$ cat config.mk
export PLATFORM = sky130hd
export DESIGN_NAME = wrap_seq
export DESIGN_NICKNAME = d
export VERILOG_FILES = /design/src/rtl/wrap_seq_pkg.sv /design/src/rtl/wrap_tick_gen.sv /design/src/rtl/wrap_ms_timer.sv /design/src/rtl/wrap_step_ctrl.sv /design/src/rtl/wrap_seq.sv
export SDC_FILE = /design/constraint.sdc
export NUM_CORES = 1
export LEC_CHECK = 0
export ABC_CLOCK_PERIOD_IN_PS = 1900
export BUFFER_PORTS_ARGS = -buffer_cell sky130_fd_sc_hd__buf_2
export CORE_MARGIN = 3
export CORE_UTILIZATION = 45
export CTS_CLUSTER_DIAMETER = 30
export DETAILED_ROUTE_END_ITERATION = 6
export RECOVER_POWER = 100
export SLEW_MARGIN = 20
export SYNTH_ARGS = -nofsm -noshare
export SYNTH_HDL_FRONTEND = slang
export SYNTH_HIERARCHICAL = 1
export SYNTH_SLANG_ARGS = --single-unit
$ cat constraint.sdc
create_clock -name clk_i -period 1.9 [get_ports clk_i]
set_input_delay 0 -clock clk_i [delete_from_list [all_inputs] [get_ports clk_i]]
set_output_delay 0 -clock clk_i [all_outputs]
set_load 0.1 [all_outputs]
$ cat src/rtl/wrap_seq_pkg.sv
package wrap_seq_pkg;
  localparam int NSTEP       = 5;
  localparam int IDX_IDLE    = 0;
  localparam int IDX_PAPER   = 1;
  localparam int IDX_CREASE  = 2;
  localparam int IDX_TAPE    = 3;
  localparam int IDX_RELEASE = 4;

  typedef logic [NSTEP-1:0] step_vec_t;

  function automatic step_vec_t one_step(input int idx);
    return step_vec_t'(1) << idx;
  endfunction
endpackage

$ cat src/rtl/wrap_tick_gen.sv
module wrap_tick_gen #(
  parameter int CLK_PER_MS = 100000
) (
  input  logic clk_i,
  input  logic rst_ni,
  input  logic clr_i,
  input  logic en_i,
  output logic tick_o
);
  localparam int CW = (CLK_PER_MS > 1) ? $clog2(CLK_PER_MS) : 1;
  localparam logic [CW-1:0] LAST = CW'(CLK_PER_MS - 1);

  logic [CW-1:0] cnt_q, cnt_d;

  assign tick_o = en_i & (cnt_q == LAST);

  always_comb begin
    cnt_d = cnt_q;
    if (clr_i)       cnt_d = '0;
    else if (tick_o) cnt_d = '0;
    else if (en_i)   cnt_d = cnt_q + CW'(1);
  end

  always_ff @(posedge clk_i or negedge rst_ni) begin
    if (!rst_ni) cnt_q <= '0;
    else         cnt_q <= cnt_d;
  end
endmodule

$ cat src/rtl/wrap_ms_timer.sv
module wrap_ms_timer #(
  parameter int MSW = 10
) (
  input  logic           clk_i,
  input  logic           rst_ni,
  input  logic           clr_i,
  input  logic           tick_i,
  input  logic [MSW-1:0] limit_i,
  output logic           done_o
);
  logic [MSW-1:0] ms_q, ms_d;

  assign done_o = tick_i & (ms_q == (limit_i - MSW'(1)));

  always_comb begin
    ms_d = ms_q;
    if (clr_i)       ms_d = '0;
    else if (tick_i) ms_d = ms_q + MSW'(1);
  end

  always_ff @(posedge clk_i or negedge rst_ni) begin
    if (!rst_ni) ms_q <= '0;
    else         ms_q <= ms_d;
  end
endmodule

$ cat src/rtl/wrap_step_ctrl.sv
module wrap_step_ctrl
  import wrap_seq_pkg::*;
(
  input  logic      clk_i,
  input  logic      rst_ni,
  input  logic      part_i,
  input  logic      stop_i,
  input  logic      done_i,
  output step_vec_t step_o,
  output logic      adv_o,
  output logic      timed_o
);
  step_vec_t step_q, step_d;
  logic      part_q;
  logic      start;

  assign start   = step_q[IDX_IDLE] & part_i & ~part_q;
  assign timed_o = step_q[IDX_PAPER] | step_q[IDX_CREASE] | step_q[IDX_TAPE];
  assign adv_o   = (step_d != step_q);
  assign step_o  = step_q;

  always_comb begin
    step_d = step_q;
    if (stop_i) begin
      step_d = one_step(IDX_IDLE);
    end else begin
      if (start)                           step_d = one_step(IDX_PAPER);
      if (step_q[IDX_PAPER]  && done_i)    step_d = one_step(IDX_CREASE);
      if (step_q[IDX_CREASE] && done_i)    step_d = one_step(IDX_TAPE);
      if (step_q[IDX_TAPE]   && done_i)    step_d = one_step(IDX_RELEASE);
      if (step_q[IDX_RELEASE] && !part_i)  step_d = one_step(IDX_IDLE);
    end
  end

  always_ff @(posedge clk_i or negedge rst_ni) begin
    if (!rst_ni) begin
      step_q <= one_step(IDX_IDLE);
      part_q <= 1'b1;
    end else begin
      step_q <= step_d;
      part_q <= part_i;
    end
  end
endmodule

$ cat src/rtl/wrap_seq.sv
module wrap_seq
  import wrap_seq_pkg::*;
#(
  parameter int CLK_PER_MS = 100000,
  parameter int PAPER_MS   = 1000,
  parameter int CREASE_MS  = 500,
  parameter int TAPE_MS    = 750
) (
  input  logic             clk_i,
  input  logic             rst_ni,
  input  logic             part_i,
  input  logic             stop_i,
  output logic             hold_o,
  output logic             paper_o,
  output logic             crease_o,
  output logic             tape_o,
  output logic [NSTEP-1:0] step_o
);
  localparam int MAX_PC = (PAPER_MS > CREASE_MS) ? PAPER_MS : CREASE_MS;
  localparam int MAX_MS = (MAX_PC > TAPE_MS) ? MAX_PC : TAPE_MS;
  localparam int MSW    = $clog2(MAX_MS + 1);

  logic [1:0]     rst_sync_q;
  logic           rst_n_int;
  step_vec_t      step;
  logic           adv, timed, tick, done;
  logic [MSW-1:0] limit;

  always_ff @(posedge clk_i or negedge rst_ni) begin
    if (!rst_ni) rst_sync_q <= 2'b00;
    else         rst_sync_q <= {rst_sync_q[0], 1'b1};
  end
  assign rst_n_int = rst_sync_q[1];

  always_comb begin
    if (step[IDX_PAPER])       limit = MSW'(PAPER_MS);
    else if (step[IDX_CREASE]) limit = MSW'(CREASE_MS);
    else                       limit = MSW'(TAPE_MS);
  end

  wrap_tick_gen #(.CLK_PER_MS(CLK_PER_MS)) u_tick (
    .clk_i (clk_i), .rst_ni (rst_n_int), .clr_i (adv),
    .en_i  (timed), .tick_o (tick)
  );

  wrap_ms_timer #(.MSW(MSW)) u_timer (
    .clk_i  (clk_i), .rst_ni (rst_n_int), .clr_i (adv),
    .tick_i (tick),  .limit_i (limit),    .done_o (done)
  );

  wrap_step_ctrl u_ctrl (
    .clk_i  (clk_i),  .rst_ni (rst_n_int), .part_i  (part_i),
    .stop_i (stop_i), .done_i (done),      .step_o  (step),
    .adv_o  (adv),    .timed_o (timed)
  );

  assign step_o   = step;
  assign hold_o   = ~stop_i & timed;
  assign paper_o  = ~stop_i & step[IDX_PAPER];
  assign crease_o = ~stop_i & step[IDX_CREASE];
  assign tape_o   = ~stop_i & step[IDX_TAPE];
endmodule

==> impl_metrics.py, run 1 <==
metrics = {
    "global_route": {
        "grt_start_max_net_pins": 34,
        "grt_pass1_vias": 2280,
        "antenna_found_initial": 0,
        "grt_first_pass_wirelength_um": 9929,
        "overflow": 0,
        "grtUsageTotal": 0.2082,
    },
    "synth": {
        "syn_inst": 251,
        "synth_top_area_frac": 0.3731,
        "synth_edf_count": 0,
        "syn_area_per_cell_um2": 8.818,
        "yosys-top-cells-count": "35 x nor2_1, 33 x dfrtp_1, 25 x nand2_1",
        "yosysTopAreaCell": "dfrtp_1",
        "yosysWarnings": 6,
        "synthTopCellsByArea": "dfrtp_1 37%, xnor2_1 7.1%, nor2_1 5.9%",
        "synth.distinct_cells": 54,
        "mappedNetlistArea_um2": 2213,
        "synth-seq-cells": 35,
        "synthFlopType": "dfrtp_1",
        "postSynth.asyncResetShare": 1.000,
        "yosysMostFrequentCell": "nor2_1",
        "synth-seq-area-share": 0.3968,
    },
    "sta": {
        "whs_ns": 0.03442,
        "finalClockSkew_ns": 0.006874,
        "rsz0062_at_grt": "true",
        "fin_crit_sh": 1.855,
        "hold_violations": 0,
        "worst_slew_pin_slew_ns": 1.165,
        "fin_setup_tns_ns": -43.12,
        "final_max_slew_viol_count": 0,
        "fin_ws_ns": -1.625,
        "setup_violations": 32,
        "max_slew_margin": 0.2268,
        "fmax_mhz": 283.7,
        "min_period_ns": 3.525,
    },
    "route": {
        "dr.pass1.iters": 4,
        "routed_wl_um": 5826,
        "viasPerCell": 5.155,
        "drtIter0Drc": 97,
        "drt.antenna.violating_nets": 0,
        "dr_total_vias": 2165,
        "wl_per_cell_um": 13.87,
        "drc": 0,
    },
    "die": {
        "start_util": 0.4881,
        "die_y_um": 76.13,
        "design.core.area_um2": 4534,
        "num_rows": 24,
        "pin_count": 13,
        "die_area_um2": 5796,
        "die_w_um": 76.13,
    },
    "clock_network": {
        "cts_max_level": 2,
        "clock_latency_ns": 0.28,
        "cts_max_path_buffers": 2,
        "path_clk_slew_ns": 0.07,
        "cts_made_buffers": 5,
        "ctsRootBufferMaster": "clkbuf_8",
        "cts_sinks": 35,
        "cts_tree": "done",
    },
    "cells_and_area": {
        "fin_area_um2": 3405,
        "fill_cells": 332,
        "seq_area_um2": 889.6,
        "multi_input_area_um2": 1584,
        "fin_nets": 361,
        "num_antenna_cells": 0,
        "drive_gt1_frac": 0.4423,
        "area_growth_pct": 53.82,
    },
    "critical_path": {
        "critPathRequiredTime_ns": 2.07,
        "crit_path_top_delay_cell": "dfrtp_4",
        "cp_max_fo": 8,
        "critPathLaunch": "u_ctrl/step_o[2]",
        "crit_path_end_kind": "flip-flop",
        "worstPathCellList": "nor2_4 -> buf_6 -> nor4_4 -> a21oi_1 -> a31o_1 -> a211o_1 -> a2111oi_4 -> buf_6 -> buf_6 -> nand2_4 -> nand2_2 -> o32ai_2 -> a221o_2 -> o21ai_4 -> buf_4 -> nor2_1 -> xnor2_1 -> nor2_1",
        "r2r_start": "u_ctrl/step_o[2]",
        "critical_path.top_delay_family": "compound AO/OA/AOI/OAI gates",
        "cp_common_cell": "buf_6",
        "slowest_delay_ns": 0.45,
        "start_kind": "flip-flop",
        "path_buf_inv": 4,
        "arrival_ns": 3.69,
        "path_class": "reg -> reg",
    },
    "place": {
        "dpl.hpwl_um": 3955,
        "placed_area_um2": 2933,
        "place_congestion": 0.8724,
        "port_buffers": 12,
    },
    "power_and_ir_drop": {
        "pwr_density_cell_nw_per_um2": 463.3,
        "p_leak_nw": 1.491,
        "ir_drop_uv": 452.1,
    },
    "outcome": {
        "outcome": "finished, violations left",
        "violations": "negative setup slack",
    },
    "worst_hold_path": {
        "min_path_type": "in -> async",
    },
    "run": {
        "cap_violations": 0,
    },
}
flip-flops by register name, indices dropped and copies added (netlist names):
name           cells
rst_sync_q         2
u_timer/ms_q      10
u_tick/cnt_q      17
u_ctrl/step_o      5
u_ctrl/part_q      1
cells by family after synthesis:
| family | count (synthesis) | synth area share |
|---|---|---|
| AO/OA/AOI/OAI | 41 | 0.1278 |
| flip-flops | 35 | 0.3968 |
| adder cells (fa/ha/maj) | 3 | 0.01696 |
| AND/OR/NAND/NOR | 116 | 0.2793 |
| XOR/XNOR | 31 | 0.1227 |
| buffers and inverters | 20 | 0.03957 |
| multiplexers | 3 | 0.01357 |
| other | 2 | 0.003393 |
path summary, 6_finish.rpt:
| check | end | slack, ns | depth (start not counted) |
|---|---|---|---|
| min in group clk_i | u_ctrl/step_o[0] | 0.26 | 5 |
| setup reg to reg | u_tick/cnt_q[3] | -1.63 | 18 |
| hold reg to reg | rst_sync_q[1] | 0.37 | 0 |
| hold / removal | rst_sync_q[1] | 0.03 | 2 |
| max in group asynchronous | u_ctrl/step_o[1] | 0.84 | 1 |
| setup / recovery | u_tick/cnt_q[3] | -1.63 | 18 |
layout by cell type, fill, tap and decap left out, types with 3 or more instances in the layout:
master,count
nand2_1,21
o21ai_0,4
xor2_1,12
or3_4,4
xnor2_1,18
a31oi_1,3
nand2_2,3
clkbuf_2,7
inv_1,9
and3_1,3
dfrtp_4,3
nor2_1,27
nor2_4,4
nor4_2,4
a21oi_1,5
nor4_4,3
conb_1,13
nor3_2,4
clkbuf_8,5
buf_4,68
nand3_1,6
buf_2,3
buf_6,12
clkbuf_1,3
dfrtp_1,30
mux2i_1,3
nor2_2,4
nand4_1,7
a21oi_2,6
per-layer routing:
| metal | part of all wire | vias up | track usage |
|---|---|---|---|
| met3 | 0.025 | 13 | 0.03191 |
| met4 | 0.021 | 0 | 0.09601 |
| met5 | 0 | - | 0 |
| met2 | 0.53 | 35 | 0.3644 |
| li1 | - | 1073 | - |
| met1 | 0.42 | 1044 | 0.2519 |
final cells by class:
| cell class | count | share of cell area |
|---|---|---|
| well taps | 65 | 0.02389 |
| repair buffers | 94 | 0.2124 |
| clock buffers | 6 | 0.02132 |
| multi-input cells | 207 | 0.4653 |
| flip-flops and latches | 35 | 0.2613 |
| inverters | 11 | 0.01213 |
| clock inverters | 2 | 0.003675 |
per-stage QoR:
stage,setup slack (ns),cells,power [mW],utilization
finish,-1.625,420,1.577,0.7508
global route,-1.771,420,1.658,0.7508
CTS,-1.701,423,1.582,0.7260
detailed placement,-1.728,399,1.015,0.6468
global placement,-1.712,399,1.012,0.6468
floorplan,-1.821,262,0.9278,-
what timing repair did:
| item | CTS | global route |
|---|---|---|
| setup buffers | 14 | 2 |
| gates cloned | 1 | 0 |
| endpoints found under the hold margin | 3 | 0 |
| setup endpoints to repair | 33 | 33 |
| resized for setup | 33 | 33 |
| pin swaps | 11 | 10 |
| hold buffers | 2 | 0 |
report_power, final:
part	leakage, nW	internal, mW	switching [mW]	total (mW)
registers	0.471	0.758	0.00630	0.764
clock network	0.0412	0.256	0.261	0.517
logic	0.979	0.123	0.173	0.296
worst reg2reg max path, stage by stage (launching register included):
cell and delay, ns:
dfrtp_4 0.45, nor2_4 0.05, buf_6 0.11, nor4_4 0.29, a21oi_1 0.11, a31o_1 0.23
a211o_1 0.25, a2111oi_4 0.38, buf_6 0.16, buf_6 0.09, nand2_4 0.05, nand2_2 0.07
o32ai_2 0.06, a221o_2 0.42, o21ai_4 0.30, buf_4 0.16, nor2_1 0.04, xnor2_1 0.14
nor2_1 0.05
No activity file was read; power rests on OpenSTA's default activity.
==> run 2, diff against run 1 <==
--- a/config.mk
+++ b/config.mk
@@ -5,7 +5,7 @@
 export SDC_FILE = /design/constraint.sdc
 export NUM_CORES = 1
 export LEC_CHECK = 0
-export ABC_CLOCK_PERIOD_IN_PS = 1900
+export ABC_CLOCK_PERIOD_IN_PS = 4300
 export BUFFER_PORTS_ARGS = -buffer_cell sky130_fd_sc_hd__buf_2
 export CORE_MARGIN = 3
 export CORE_UTILIZATION = 45
==> constraint.sdc (replaced) <==
create_clock -name clk_i -period 4.3 [get_ports clk_i]
set_input_delay 0 -clock clk_i [delete_from_list [all_inputs] [get_ports clk_i]]
set_output_delay 0 -clock clk_i [all_outputs]
set_load 0.1 [all_outputs]
==> impl_metrics.py, run 2 (synthesized netlist as in run 1, its figures left out) <==
metrics = {
    "critical_path": {
        "start_kind": "flip-flop",
        "crit_path_end_kind": "flip-flop",
        "critPathRequiredTime_ns": 4.51,
        "path_class": "reg -> reg",
        "crit_path_top_delay_cell": "dfrtp_4",
        "cp_common_cell": "a21oi_1",
        "arrival_ns": 4.13,
        "slowest_delay_ns": 0.55,
        "critPathLaunch": "u_ctrl/step_o[1]",
        "r2r_start": "u_ctrl/step_o[1]",
        "worstPathCellList": "nor2_2 -> inv_1 -> ha_1 -> xor2_1 -> nand3_1 -> a311o_1 -> a2111oi_2 -> buf_4 -> o31a_1 -> a21oi_1 -> o32ai_1 -> a221o_2 -> o21ai_1 -> or4_1 -> a21oi_1",
        "cp_max_fo": 15,
    },
    "route": {
        "highest_layer": "met4",
        "dr_total_vias": 1736,
        "viasPerCell": 5.017,
        "m1WireLength_um": 2295,
        "wl_per_cell_um": 12.43,
        "drc": 0,
        "drt.antenna.violating_nets": 0,
        "dr_wl_met2_um": 1838,
        "routed_wl_um": 4302,
        "route.met3.wl_um": 116,
        "drtIter0Drc": 83,
        "dr.pass1.iters": 4,
    },
    "cells_and_area": {
        "fin_cells": 346,
        "multi_input_area_um2": 1292,
        "seq_area_um2": 887.1,
        "mostFrequentLayoutCell": "nor2_1",
        "area_growth_pct": 12.32,
        "fin_nets": 287,
        "largest_reg_flops": 17,
        "drive_gt1_frac": 0.08897,
        "num_antenna_cells": 0,
        "fill_cells": 429,
        "regMostFlops": "u_tick/cnt_q",
        "final_cell_mix": "34 x nor2_1, 30 x dfrtp_1, 25 x nand2_1",
    },
    "global_route": {
        "grt_pass1_vias": 1612,
        "grt_first_pass_wirelength_um": 7624,
        "grt_start_max_net_pins": 24,
        "antenna_found_initial": 0,
        "grtUsageTotal": 0.1595,
        "overflow": 0,
    },
    "sta": {
        "max_slew_margin": 0.1830,
        "fin_ws_ns": 0.3806,
        "setup_violations": 0,
        "finalClockSkew_ns": 0.007831,
        "final_max_slew_viol_count": 0,
        "worst_slew_pin_slew_ns": 1.225,
        "fin_setup_tns_ns": 0,
        "hold_violations": 0,
        "min_period_ns": 3.919,
        "rsz0062_at_grt": "false",
        "fin_crit_sh": 0.9115,
        "fmax_mhz": 255.1,
    },
    "run": {
        "cap_violations": 0,
    },
    "clock_network": {
        "ctsRootBufferMaster": "clkbuf_8",
        "cts_sinks": 35,
        "clock_latency_ns": 0.28,
        "path_clk_slew_ns": 0.07,
        "cts_max_level": 2,
        "cts_max_path_buffers": 2,
        "cts_made_buffers": 5,
        "cts_tree": "done",
        "post-cts-setup-buffers": 0,
    },
    "power_and_ir_drop": {
        "p_leak_nw": 1.014,
        "ir_drop_uv": 218.0,
        "total_power_mw": 0.6461,
        "pwr_density_cell_nw_per_um2": 259.9,
    },
    "place": {
        "place_congestion": 0.8516,
        "dpl.hpwl_um": 3286,
        "port_buffers": 12,
        "numPlacedInstances": 336,
        "pre_cts_slack_ns": 0.2117,
    },
    "die": {
        "start_util": 0.4881,
        "num_rows": 24,
        "pin_count": 13,
        "die_y_um": 76.13,
        "die_area_um2": 5796,
        "design.core.area_um2": 4534,
        "die_w_um": 76.13,
    },
    "outcome": {
        "outcome": "finished clean",
    },
    "worst_hold_path": {
        "min_path_type": "in -> async",
    },
}
run 2: final timing paths:
kind                                    end  slack (ns)  cells past startpoint
setup / recovery           u_tick/cnt_q[15]        0.38                     15
hold / removal                rst_sync_q[0]        0.03                      2
setup reg to reg           u_tick/cnt_q[15]        0.38                     15
hold reg to reg             u_tick/cnt_q[0]        0.16                      0
max in group asynchronous  u_ctrl/step_o[2]        2.53                      1
min in group clk_i         u_ctrl/step_o[4]        0.26                      3
run 2: area by class of cell:
cell class                 instances  share of cell area
multi-input combinational        207              0.5199
sequential                        35              0.3568
timing repair buffer              20             0.04026
tap                               65             0.03271
clock buffer                       7             0.03070
inverter                          11             0.01661
clock inverter                     1            0.003020
run 2: worst max-delay path: cells and delay by family, from the launching register on:
kind	cells	cell delay, ns
AND/OR/NAND/NOR	3	0.80
adder cells (fa/ha/maj)	1	0.28
XOR/XNOR	1	0.14
buffers and inverters	2	0.30
flip-flops	1	0.55
AO/OA/AOI/OAI	8	1.75
run 2: repair_timing:
action                                  CTS  global route
hold buffers                              2             0
endpoints found under the setup margin    0            11
endpoints found under the hold margin     3             0
gates resized for setup                   0             2
run 2: through the flow:
step	utilization	area, um2	hold slack, ns
after floorplan	-	2263	-0.2956
after global placement	0.5301	2404	-0.2138
after detailed placement	0.5301	2404	-0.2139
after CTS	0.5530	2507	0.01427
after global routing	0.5483	2486	0.02230
final	0.5483	2486	0.02670
run 2: where the power goes:
part	switching, mW	internal, mW
Combinational	0.0535	0.0220
Sequential	0.00746	0.335
Clock	0.114	0.115
run 2: routing by layer:
layer,vias up,global-route usage
met4,0,0.04348
met2,18,0.2385
met1,788,0.2321
met5,-,0
met3,6,0.03546
li1,924,-
